==> config.mk <==
export PLATFORM = sky130hd
export DESIGN_NAME = rearm_watchdog
export DESIGN_NICKNAME = d
export VERILOG_FILES = /design/src/rtl/rearm_watchdog_pkg.sv /design/src/rtl/rearm_watchdog_regif.sv /design/src/rtl/rearm_watchdog_counter.sv /design/src/rtl/rearm_watchdog_ctl.sv /design/src/rtl/rearm_watchdog.sv
export SDC_FILE = /design/constraint.sdc
export NUM_CORES = 1
export LEC_CHECK = 0
export ABC_AREA = 1
export BUFFER_PORTS_ARGS = -buffer_cell sky130_fd_sc_hd__buf_2
export CAP_MARGIN = 10
export CORE_MARGIN = 4
export CORE_UTILIZATION = 60
export DETAILED_ROUTE_END_ITERATION = 8
export PLACE_DENSITY = 0.87
export SETUP_SLACK_MARGIN = 0.05
export SYNTH_ARGS = -nofsm -noshare
export SYNTH_HDL_FRONTEND = slang
export SYNTH_SLANG_ARGS = --single-unit
==> constraint.sdc <==
create_clock -name clk -period 4.35 [get_ports clk]
set_input_delay 0.2175 -clock clk [delete_from_list [all_inputs] [get_ports clk]]
set_output_delay 0.2175 -clock clk [all_outputs]
set_load 0.1 [all_outputs]
==> src/rtl/rearm_watchdog_pkg.sv <==
package rearm_watchdog_pkg;

   // Register selector codes (low two bits of the address).
   typedef enum logic [1:0] {
      SEL_CTRL   = 2'd0,
      SEL_PRESET = 2'd1,
      SEL_CFG    = 2'd2,
      SEL_COUNT  = 2'd3
   } reg_sel_e;

   // Bit positions inside the control and config words.
   localparam int unsigned CTRL_FIRED_BIT = 0;
   localparam int unsigned CTRL_ARMED_BIT = 1;
   localparam int unsigned CTRL_REARM_BIT = 1;
   localparam int unsigned CFG_SRST_BIT   = 0;

   // Minimum address width that still reaches every register.
   localparam int unsigned MIN_ADDR_W = 2;

   // Address match helper: full-width compare against a selector code.
   function automatic logic addr_is(input logic [31:0] addr, input int unsigned addr_w,
                                    input reg_sel_e sel);
      logic [31:0] mask;
      mask = (addr_w >= 32) ? 32'hFFFF_FFFF : ((32'd1 << addr_w) - 32'd1);
      return ((addr & mask) == {30'd0, sel});
   endfunction

endpackage

==> src/rtl/rearm_watchdog_regif.sv <==
module rearm_watchdog_regif
   import rearm_watchdog_pkg::*;
#(
   parameter int unsigned ADDR_W = 2,
   parameter int unsigned DATA_W = 32,
   parameter int unsigned CNT_W  = 32
) (
   input  logic              wr_en,
   input  logic [ADDR_W-1:0] wr_addr,
   input  logic [DATA_W-1:0] wr_data,
   input  logic [ADDR_W-1:0] rd_addr,
   input  logic              fired,
   input  logic              armed,
   input  logic [CNT_W-1:0]  count,
   input  logic [CNT_W-1:0]  preset,
   output logic              rearm_req,
   output logic              load_req,
   output logic              srst_req,
   output logic [CNT_W-1:0]  load_val,
   output logic [DATA_W-1:0] rd_data
);

   localparam int unsigned EXT_W = DATA_W - CNT_W;

   logic [31:0] wr_addr32;
   logic [31:0] rd_addr32;
   logic        hit_ctrl;
   logic        hit_preset;
   logic        hit_cfg;
   logic [DATA_W-1:0] count_ext;
   logic [DATA_W-1:0] preset_ext;
   logic [DATA_W-1:0] ctrl_word;

   assign wr_addr32 = 32'(wr_addr);
   assign rd_addr32 = 32'(rd_addr);

   assign hit_ctrl   = addr_is(wr_addr32, ADDR_W, SEL_CTRL);
   assign hit_preset = addr_is(wr_addr32, ADDR_W, SEL_PRESET);
   assign hit_cfg    = addr_is(wr_addr32, ADDR_W, SEL_CFG);

   assign rearm_req = wr_en & hit_ctrl   & wr_data[CTRL_REARM_BIT];
   assign load_req  = wr_en & hit_preset;
   assign srst_req  = wr_en & hit_cfg    & wr_data[CFG_SRST_BIT];
   assign load_val  = wr_data[CNT_W-1:0];

   // Width adaptation between counter and data bus.
   generate
      if (EXT_W == 0) begin : g_same_w
         assign count_ext  = count;
         assign preset_ext = preset;
      end else begin : g_zero_ext
         assign count_ext  = {{EXT_W{1'b0}}, count};
         assign preset_ext = {{EXT_W{1'b0}}, preset};
      end
   endgenerate

   always_comb begin
      ctrl_word                 = '0;
      ctrl_word[CTRL_FIRED_BIT] = fired;
      ctrl_word[CTRL_ARMED_BIT] = armed;
   end

   always_comb begin
      if (addr_is(rd_addr32, ADDR_W, SEL_CTRL))
         rd_data = ctrl_word;
      else if (addr_is(rd_addr32, ADDR_W, SEL_PRESET))
         rd_data = preset_ext;
      else if (addr_is(rd_addr32, ADDR_W, SEL_COUNT))
         rd_data = count_ext;
      else
         rd_data = '0;
   end

endmodule

==> src/rtl/rearm_watchdog_counter.sv <==
module rearm_watchdog_counter #(
   parameter int unsigned CNT_W = 32
) (
   input  logic             clk,
   input  logic             rst_n,
   input  logic             srst_req,
   input  logic             rearm_req,
   input  logic             load_req,
   input  logic [CNT_W-1:0] load_val,
   input  logic             running,
   input  logic             fired,
   output logic [CNT_W-1:0] count_q,
   output logic [CNT_W-1:0] preset_q,
   output logic             at_zero
);

   localparam logic [CNT_W-1:0] CNT_ONE = CNT_W'(1);

   logic [CNT_W-1:0] count_d;
   logic [CNT_W-1:0] preset_d;

   assign at_zero = (count_q == '0);

   // Preset store: updated by every preset write, fired or not.
   always_comb begin
      preset_d = preset_q;
      if (srst_req)
         preset_d = '0;
      else if (load_req)
         preset_d = load_val;
   end

   // Count: soft reset > rearm reload > preset load > countdown.
   always_comb begin
      count_d = count_q;
      if (srst_req)
         count_d = '0;
      else if (rearm_req)
         count_d = preset_q;
      else if (load_req && !fired)
         count_d = load_val;
      else if (running && !at_zero)
         count_d = count_q - CNT_ONE;
   end

   always_ff @(posedge clk or negedge rst_n) begin
      if (!rst_n) begin
         count_q  <= '0;
         preset_q <= '0;
      end else begin
         count_q  <= count_d;
         preset_q <= preset_d;
      end
   end

endmodule

==> src/rtl/rearm_watchdog_ctl.sv <==
module rearm_watchdog_ctl (
   input  logic clk,
   input  logic rst_n,
   input  logic srst_req,
   input  logic rearm_req,
   input  logic load_req,
   input  logic at_zero,
   output logic armed_q,
   output logic fired_q,
   output logic running
);

   logic armed_d;
   logic fired_d;
   logic expire;

   assign running = armed_q & ~fired_q;
   // A preset write on the expiry edge wins and keeps the timer alive.
   assign expire  = running & at_zero & ~load_req;

   always_comb begin
      armed_d = armed_q;
      fired_d = fired_q;
      if (srst_req) begin
         armed_d = 1'b0;
         fired_d = 1'b0;
      end else if (rearm_req) begin
         armed_d = 1'b1;
         fired_d = 1'b0;
      end else if (expire) begin
         fired_d = 1'b1;
      end
   end

   always_ff @(posedge clk or negedge rst_n) begin
      if (!rst_n) begin
         armed_q <= 1'b0;
         fired_q <= 1'b0;
      end else begin
         armed_q <= armed_d;
         fired_q <= fired_d;
      end
   end

endmodule

==> src/rtl/rearm_watchdog.sv <==
module rearm_watchdog
   import rearm_watchdog_pkg::*;
#(
   parameter int unsigned ADDR_W = 2,
   parameter int unsigned DATA_W = 32,
   parameter int unsigned CNT_W  = 32
) (
   input  logic              clk,
   input  logic              rst_n,
   input  logic              wr_en,
   input  logic [ADDR_W-1:0] wr_addr,
   input  logic [DATA_W-1:0] wr_data,
   input  logic [ADDR_W-1:0] rd_addr,
   output logic [DATA_W-1:0] rd_data,
   output logic              wd_fire_o,
   output logic              granted_o
);

   // Elaboration-time parameter checks.
   generate
      if (ADDR_W < MIN_ADDR_W || ADDR_W > 32) begin : g_bad_addr_w
         $error("rearm_watchdog: ADDR_W out of range");
      end
      if (CNT_W < 1 || CNT_W > DATA_W) begin : g_bad_cnt_w
         $error("rearm_watchdog: CNT_W must be within 1..DATA_W");
      end
      if (DATA_W < 2) begin : g_bad_data_w
         $error("rearm_watchdog: DATA_W too narrow for control bits");
      end
   endgenerate

   logic             rearm_req;
   logic             load_req;
   logic             srst_req;
   logic [CNT_W-1:0] load_val;
   logic [CNT_W-1:0] count_q;
   logic [CNT_W-1:0] preset_q;
   logic             at_zero;
   logic             armed_q;
   logic             fired_q;
   logic             running;

   rearm_watchdog_regif #(
      .ADDR_W (ADDR_W),
      .DATA_W (DATA_W),
      .CNT_W  (CNT_W)
   ) u_regif (
      .wr_en     (wr_en),
      .wr_addr   (wr_addr),
      .wr_data   (wr_data),
      .rd_addr   (rd_addr),
      .fired     (fired_q),
      .armed     (armed_q),
      .count     (count_q),
      .preset    (preset_q),
      .rearm_req (rearm_req),
      .load_req  (load_req),
      .srst_req  (srst_req),
      .load_val  (load_val),
      .rd_data   (rd_data)
   );

   rearm_watchdog_counter #(
      .CNT_W (CNT_W)
   ) u_counter (
      .clk       (clk),
      .rst_n     (rst_n),
      .srst_req  (srst_req),
      .rearm_req (rearm_req),
      .load_req  (load_req),
      .load_val  (load_val),
      .running   (running),
      .fired     (fired_q),
      .count_q   (count_q),
      .preset_q  (preset_q),
      .at_zero   (at_zero)
   );

   rearm_watchdog_ctl u_ctl (
      .clk       (clk),
      .rst_n     (rst_n),
      .srst_req  (srst_req),
      .rearm_req (rearm_req),
      .load_req  (load_req),
      .at_zero   (at_zero),
      .armed_q   (armed_q),
      .fired_q   (fired_q),
      .running   (running)
   );

   assign wd_fire_o = fired_q;
   assign granted_o = running;

endmodule

# Word level (Yosys, flattened, before mapping)
# Index checks and enable logic that the tools add are counted.
word_totals:
  regBits: 66
  wordCells: 44
  output_inout_bits: 34
classes:
  eq_ne: 4
  bitwise_logic: 10
  addsub: 1
  n_reduce_logical: 11
  n_mux: 14
op_table:
  columns: ["op", "count"]
  rows:
  - ["$mux 32", 9]
  - ["$logic_not 32->1", 3]
  - ["$sub 32x1->32 const B", 1]
  - ["$and 1x1->1", 8]
  - ["$mux 1", 5]
  - ["$eq 2x1->1 const B", 2]
  - ["$eq 2x2->1 const B", 2]
  - ["$reduce_bool 2->1", 2]
  - ["$reduce_bool 4->1", 1]
  - ["$reduce_bool 3->1", 1]
  - ["$logic_and 1x1->1", 2]
  - ["$logic_not 1->1", 2]
  - ["$not 1->1", 2]

# Depth between registers and ports, before layout
# Gate-level depths: netlist of the first run.
depth:
  depth_word: 7
  depth_mapped: 12
  depth_no_buf: 12

# Hierarchy
# A second synthesis of the first run with hierarchy kept.
hier_totals:
  cells_unflattened: 783
  hier_area_um2: 5017.3
modules_own_cells:
  columns: ["module", "seq_area_each_um2", "cells_per_inst", "n_inst", "area_each_um2"]
  rows:
  - ["rearm_watchdog_counter", 1601.5, 621, 1, 4149.0]
  - ["rearm_watchdog_regif", 0.0, 151, 1, 775.7]
  - ["rearm_watchdog_ctl", 50.0, 11, 1, 92.6]

# Worst setup path before layout of the first run
# No wires, ideal clock.
synth_timing:
  path_kind: "reg2reg"
  startpoint: "register u_ctl.fired_q"
  endpoint: "register u_counter.count_q[8]"
  setup_time_ns: 0.118
  path_stages_with_launch: 8
  arrival_time_ns: 3.017
  n_path_buf: 1
  synth_period_minus_slack_ns: 3.136
  slack_ns: 1.214
  path_cell_list: "dfrtp_1 -> nor2_1 -> o21ai_4 -> nand2_4 -> clkinv_2 -> buf_6 -> nand2_1 -> nand2_1"
synth_rtl:
  columns: ["item", "line", "text"]
  rows:
  - ["start: declaration", "rearm_watchdog_ctl.sv:9", "output logic fired_q,"]
  - ["start signal: assignment", "rearm_watchdog_ctl.sv:41", "fired_q <= fired_d;"]
  - ["$not 1->1", "rearm_watchdog_ctl.sv:17", "assign running = armed_q & ~fired_q;"]
  - ["$and 1x1->1", "rearm_watchdog_ctl.sv:17", null]
  - ["named net granted_o", "rearm_watchdog.sv:16", "output logic granted_o"]
  - ["$logic_and 1x1->1", "rearm_watchdog_counter.sv:42", "else if (running && !at_zero)"]
  - ["$reduce_bool 4->1 (no line)", null, null]
  - ["end signal: assignment", "rearm_watchdog_counter.sv:51", "count_q <= count_d;"]
  - ["end: declaration", "rearm_watchdog_counter.sv:12", "output logic [CNT_W-1:0] count_q,"]
# The timed path passes the listed nets, and every way through them passes these cells.
# A chain may end at the register's enable or synchronous reset.

# Final worst setup path of the first run
layout_timing:
  startpoint: "register u_ctl.fired_q"
  endpoint: "register u_counter.count_q[2]"
layout_between:
  elab_chain_len: 5
layout_rtl:
  columns: ["item", "line", "text"]
  rows:
  - ["$logic_not 1->1", "rearm_watchdog_counter.sv:40", "else if (load_req && !fired)"]
  - ["$logic_and 1x1->1", "rearm_watchdog_counter.sv:40", null]
  - ["$mux 32", "rearm_watchdog_counter.sv:40", null]
  - ["$mux 32", "rearm_watchdog_counter.sv:38", "else if (rearm_req)"]
  - ["$mux 32", "rearm_watchdog_counter.sv:36", "if (srst_req)"]
# Several ways; a longest one is shown, not always the timed one.

==> results of run 1 <==
## cell usage after synthesis, drive strengths merged, types with 6 or more instances
library cell / number / area (um^2)
dfrtp: 66 / 1650
clkbuf: 24 / 90.1
o22ai: 56 / 350
o21ai: 80 / 412
nand4: 6 / 37.5
nand3: 60 / 300
buf: 9 / 56.3
inv: 129 / 484
nand2: 179 / 684
nor2: 72 / 293
nand3b: 8 / 60.1
a21oi: 21 / 105
## stage by stage
step | instances | hold WS, ps | total power, mW | utilization [%] | setup WS, ps
floorplan | 721 | -78.1 | 2.33 | - | 1210
global placement | 864 | 468 | 2.64 | 67.8 | 1570
detailed placement | 864 | 469 | 2.70 | 67.8 | 1450
CTS | 879 | 102 | 3.27 | 70.6 | 1500
global route | 880 | 119 | 3.54 | 70.8 | 1140
finish | 880 | 53.1 | 3.30 | 70.8 | 1430
## final cells by class
type	instances	share of cell area, %
multi-input cells	492	44.8
flip-flops and latches	66	31.6
inverters	130	9.37
repair buffers	78	7.91
clock buffers	9	2.37
well taps	99	2.37
clock inverters	6	1.58
## critical path, cell delays in order (launching register included)
cell and delay [ps]:
dfrtp_1 400, inv_1 90, nand3_2 70, buf_4 460, inv_1 250, nor2_2 620, nand2_4 330, clkinv_2 370
o21ai_0 160
## worst min path at each step
stage,to,slack (ps),cells after the start
after floorplan,u_counter.count_q[0]$_DFFE_PN0P_,-80,0
after global placement,u_counter.preset_q[13]$_DFFE_PN0P_,470,2
after detailed placement,u_counter.preset_q[12]$_DFFE_PN0P_,470,2
after CTS,u_counter.preset_q[3]$_DFFE_PN0P_,100,2
after global routing,u_counter.preset_q[12]$_DFFE_PN0P_,120,2
final,u_counter.preset_q[12]$_DFFE_PN0P_,50,2
## power breakdown
part	leakage, nW	internal, mW	switching, mW
logic	1.85	0.449	1.26
registers	0.841	0.803	0.222
clock network	0.105	0.317	0.251
total	2.80	1.57	1.73
## registers in the layout (all words and copies together), names as in the netlist
register	flops
u_ctl.fired_q	1
u_counter.preset_q	32
u_counter.count_q	32
u_ctl.armed_q	1
## cells by family after synthesis
group | after synthesis
and+or+nand+nor | 325
xor gates and xnor gates | 3
AOI/OAI and AO/OA | 163
DFF | 66
buffers and inverters | 163
adders and majority gates | 1
## per-layer routing
metal / routed length, um / vias to the layer above / part of all wire, %
li1: - / 2441 / -
met1: 5690 / 2381 / 42
met2: 6520 / 289 / 48
met3: 1210 / 32 / 8.9
met4: 282 / 0 / 2.1
met5: 0 / - / 0
==> results.toml, run 1 <==
[critical_path]
crit_type = "reg -> reg"
worst_ep_arrival_time_ps = 3140
endpoint_kind = "register"
start_kind = "register"
r2r_start = "u_ctl.fired_q$_DFFE_PN0P_"
rrSetupSlack_ps = 1430
crit_start = "u_ctl.fired_q$_DFFE_PN0P_"
reg2reg_depth = 8
cp_max_fo = 59
cp-endpoint = "u_counter.count_q[2]$_DFFE_PN0P_"
r2r_end = "u_counter.count_q[2]$_DFFE_PN0P_"
worstPathRequired_ps = 4570

[drt]
via_count = 5143
drc = 0
totalWireLength_um = 13700
wl_per_cell_um = 15.6
via_per_inst = 5.84
ant_nets = 0
initialDrtViolationCount = 454
first_pass_iters = 5

[sta]
fin_crit_sh_pct = 67.1
slew_headroom_pct = 23.5
worst_pin_slew_ps = 1140
fmax_mhz = 343
fin_crit_ps = 2920
fin_tns_setup_ps = 0
final-setup-viol-count = 0
hold_viol_final = 0
finalMaxSlewViolations = 0
worst_clock_skew_ps = 11.6
rsz0062_at_grt = "no"

[placed_design]
placed_area_um2 = 5000
io_buffers = 72
dp_hpwl_um = 9180
place.gp.congestion = 0.969

[global_route]
grt_pass1_vias = 4940
antenna_found_initial = 0
grt_pass1_wl_um = 22400
overflow = 0
met2_usage_pct = 51.3
grtUsageTotal_pct = 31.1
top_usage_layer = "met2"
use_met3_pct = 5.39
grt_max_degree = 67
grt.met1_usage_pct = 40.9

[floorplan]
die_width_um = 95.7
core_um2 = 7370
fp.dieH_um = 95.7
start_util_pct = 62.6
ios = 73
die-area_um2 = 9160
std_cell_rows = 31

[clock_network]
cts-resized-gates = 0
clk_path_buf_depth = 2
cts.sinks = 66
cts_setup_buffers = 0
clk_latency_ps = 350
cts_root_buf = "clkbuf_8"
htree_levels = 3
cts_buffers = 9
cts_tree = "done"
clk_pin_slew_ps = 80
cts_hold_buffers = 0

[yosys]
synth_compound_area_share_pct = 19.8
synth-simple-area-share_pct = 29.8
synth_area_um2 = 4610
synth_top_family_by_area = "simple AND/OR/NAND/NOR gates"
syn_inst = 721
synthMuxAreaShare_pct = 0
synth_seq_cells = 66
synth-edff-count = 0
synth_xor_area_share_pct = 0.569
ys_types = 28
synthFlopType = "dfrtp_1"
yosysWarnings = 0
async_flop_share_pct = 100
syn_nets = 761
ys_seq_area_share_pct = 35.8
postSynthAreaPerCell_um2 = 6.40
synth_adder_area_share_pct = 0.271

[final_layout]
drive_above_1_share_pct = 13.4
fin_area_um2 = 5220
n_antenna_cell = 0
layout_commonest_cell = "nand2_1"
seq_area_um2 = 1650
num-nets-final = 817
area_growth_pct = 13.2
num-fill-cells = 632
final_cell_mix = "nand2_1 (176), inv_1 (129), buf_2 (72)"
multi_input_area_um2 = 2340

[min_path]
holdCritPathClass = "in -> async"

[outcome]
status = "complete, no violations"

[power]
power_density_nw_per_um2 = 633
total_leakage_power_nw = 2.80
peakVddDrop_v = 0.000382

[run]
cap_violations = 0
Power figures use the tool's default switching activity.
==> run 2, diff against run 1 <==
--- a/config.mk
+++ b/config.mk
@@ -9,9 +9,9 @@
 export BUFFER_PORTS_ARGS = -buffer_cell sky130_fd_sc_hd__buf_2
 export CAP_MARGIN = 10
 export CORE_MARGIN = 4
-export CORE_UTILIZATION = 60
+export CORE_UTILIZATION = 52
 export DETAILED_ROUTE_END_ITERATION = 8
-export PLACE_DENSITY = 0.87
+export PLACE_DENSITY = 0.8
 export SETUP_SLACK_MARGIN = 0.05
 export SYNTH_ARGS = -nofsm -noshare
 export SYNTH_HDL_FRONTEND = slang
==> constraint.sdc (replaced) <==
create_clock -name clk -period 2.6 [get_ports clk]
set_input_delay 0.13 -clock clk [delete_from_list [all_inputs] [get_ports clk]]
set_output_delay 0.13 -clock clk [all_outputs]
set_load 0.1 [all_outputs]
==> results.toml, run 2 (same netlist as run 1, synthesis figures left out) <==
[outcome]
status = "complete, no violations"

[critical_path]
endpoint_kind = "register"
critical_path.top_delay_family = "simple AND/OR/NAND/NOR gates"
slowest_delay_ps = 400
worstPathRequired_ps = 2820
worst_ep_arrival_time_ps = 2430
critPathBufInv = 2
critical_path.cell_chain = "inv_1 -> ha_1 -> nand2_2 -> nor2_4 -> nand2_2 -> o21ai_4 -> nand2_4 -> clkinv_2 -> o21ai_0"
cp_max_fo = 26
start_kind = "register"
slowest_stage = "dfrtp_1"
crit_type = "reg -> reg"
cpMostUsedCell = "nand2_2"

[power]
internal_power_mw = 2.75
seq_power_share_pct = 30.3
power_switching_mw = 2.92
power.share.clock_pct = 18.7
total_leakage_power_nw = 2.84
swShare_pct = 51.5
peakVddDrop_v = 0.000509
power_density_nw_per_um2 = 1070
pwr-share-comb_pct = 51.0

[clock_network]
cts_buffers = 9
htree_levels = 3
clk_latency_ps = 350
clk_pin_slew_ps = 80
cts_root_buf = "clkbuf_8"
clk_path_buf_depth = 2
cts_tree = "done"
cts.sinks = 66
cts-resized-gates = 0

[global_route]
antenna_found_initial = 0
grtUsageTotal_pct = 28.4
grt_pass1_vias = 5010
grt_max_degree = 62
overflow = 0
grt_pass1_wl_um = 23600

[placed_design]
io_buffers = 72
dp_cells = 880
dp_hpwl_um = 9860
dp_slack_ps = 426
place.gp.congestion = 0.938

[min_path]
holdCritPathClass = "in -> reg"

[sta]
fin_crit_ps = 2210
slew_headroom_pct = 50.5
holdWs_ps = 43.1
fin_tns_setup_ps = 0
hold_viol_final = 0
rsz0062_at_grt = "no"
fin_crit_sh_pct = 85.0
final-setup-viol-count = 0
worst_pin_slew_ps = 743
worst_clock_skew_ps = 11.9
fmax_mhz = 452
finalMaxSlewViolations = 0
fin_ws_ps = 390

[final_layout]
fin_util_pct = 61.2
final_cell_mix = "nand2_1 (176), inv_1 (129), buf_2 (72)"
layout_commonest_cell = "nand2_1"
num-fill-cells = 829
area_growth_pct = 15.2
num-nets-final = 824
top_regs = "u_counter.count_q (32), u_counter.preset_q (32)"
seq_area_um2 = 1650
n_antenna_cell = 0
fin_cells = 897
multi_input_area_um2 = 2340
drive_above_1_share_pct = 14.2

[floorplan]
fp.dieH_um = 102
std_cell_rows = 34
ios = 73
die-area_um2 = 10400
core_um2 = 8680
start_util_pct = 53.2
die_width_um = 102

[drt]
wl_per_cell_um = 15.9
totalWireLength_um = 14300
via_per_inst = 5.66
drc = 0
first_pass_iters = 5
via_count = 5078
ant_nets = 0
initialDrtViolationCount = 345

[run]
cap_violations = 0
run 2: final cells by class:
cell class	count	share of cell area, %
multi-input combinational	492	44.1
inverter	130	9.21
tap	108	2.54
sequential	66	31.1
clock inverter	6	1.98
clock buffer	10	2.40
timing repair buffer	85	8.66
run 2: tightest hold or removal path, delay by kind of cell:
family / cells / cell delay [ps]
buf+inv: 1 / 90
compound gates: 1 / 70
simple gates: 1 / 60
run 2: metal layers:
layer,vias up,GRT usage (%),wire length [um]
met2,248,46.4,6710
met5,-,0,0
met3,19,3.82,1110
met4,0,10.3,187
li1,2458,-,-
met1,2353,38.8,6260
run 2: what timing repair did:
item | CTS | global route
buffers inserted | 0 | 0
endpoints found under the hold margin | 29 | 0
hold buffers | 1 | 0
run 2: worst paths after layout:
| kind | slack [ps] | start | endpoint | cells after the start |
|---|---|---|---|---|
| max in group asynchronous | 1390 | rst_n | u_counter.count_q[26]$_DFFE_PN0P_ | 3 |
| min reg2reg | 520 | u_counter.count_q[1]$_DFFE_PN0P_ | u_counter.count_q[1]$_DFFE_PN0P_ | 2 |
| min in group asynchronous | 380 | rst_n | u_counter.preset_q[17]$_DFFE_PN0P_ | 2 |
| max reg2reg | 390 | u_counter.count_q[0]$_DFFE_PN0P_ | u_counter.count_q[2]$_DFFE_PN0P_ | 9 |
| min | 40 | wr_data[11] | u_counter.preset_q[11]$_DFFE_PN0P_ | 3 |
| max | 390 | u_counter.count_q[0]$_DFFE_PN0P_ | u_counter.count_q[2]$_DFFE_PN0P_ | 9 |
run 2: metrics by stage:
step | cell area, um^2 | power (mW)
2_1_floorplan | 4620 | 3.90
3_3_place_gp | 5070 | 4.49
3_5_place_dp | 5070 | 4.57
4_1_cts | 5310 | 5.63
5_1_grt | 5310 | 6.06
6_report | 5310 | 5.66
run 2: power groups by stage:
stage                     clock network [mW]  logic [mW]  registers, mW
final                                   1.06        2.89           1.72
after global routing                    1.10        3.20           1.76
after CTS                               1.06        2.87           1.70
after detailed placement                   0        2.85           1.72
after global placement                     0        2.79           1.70
after floorplan                            0        2.30           1.60
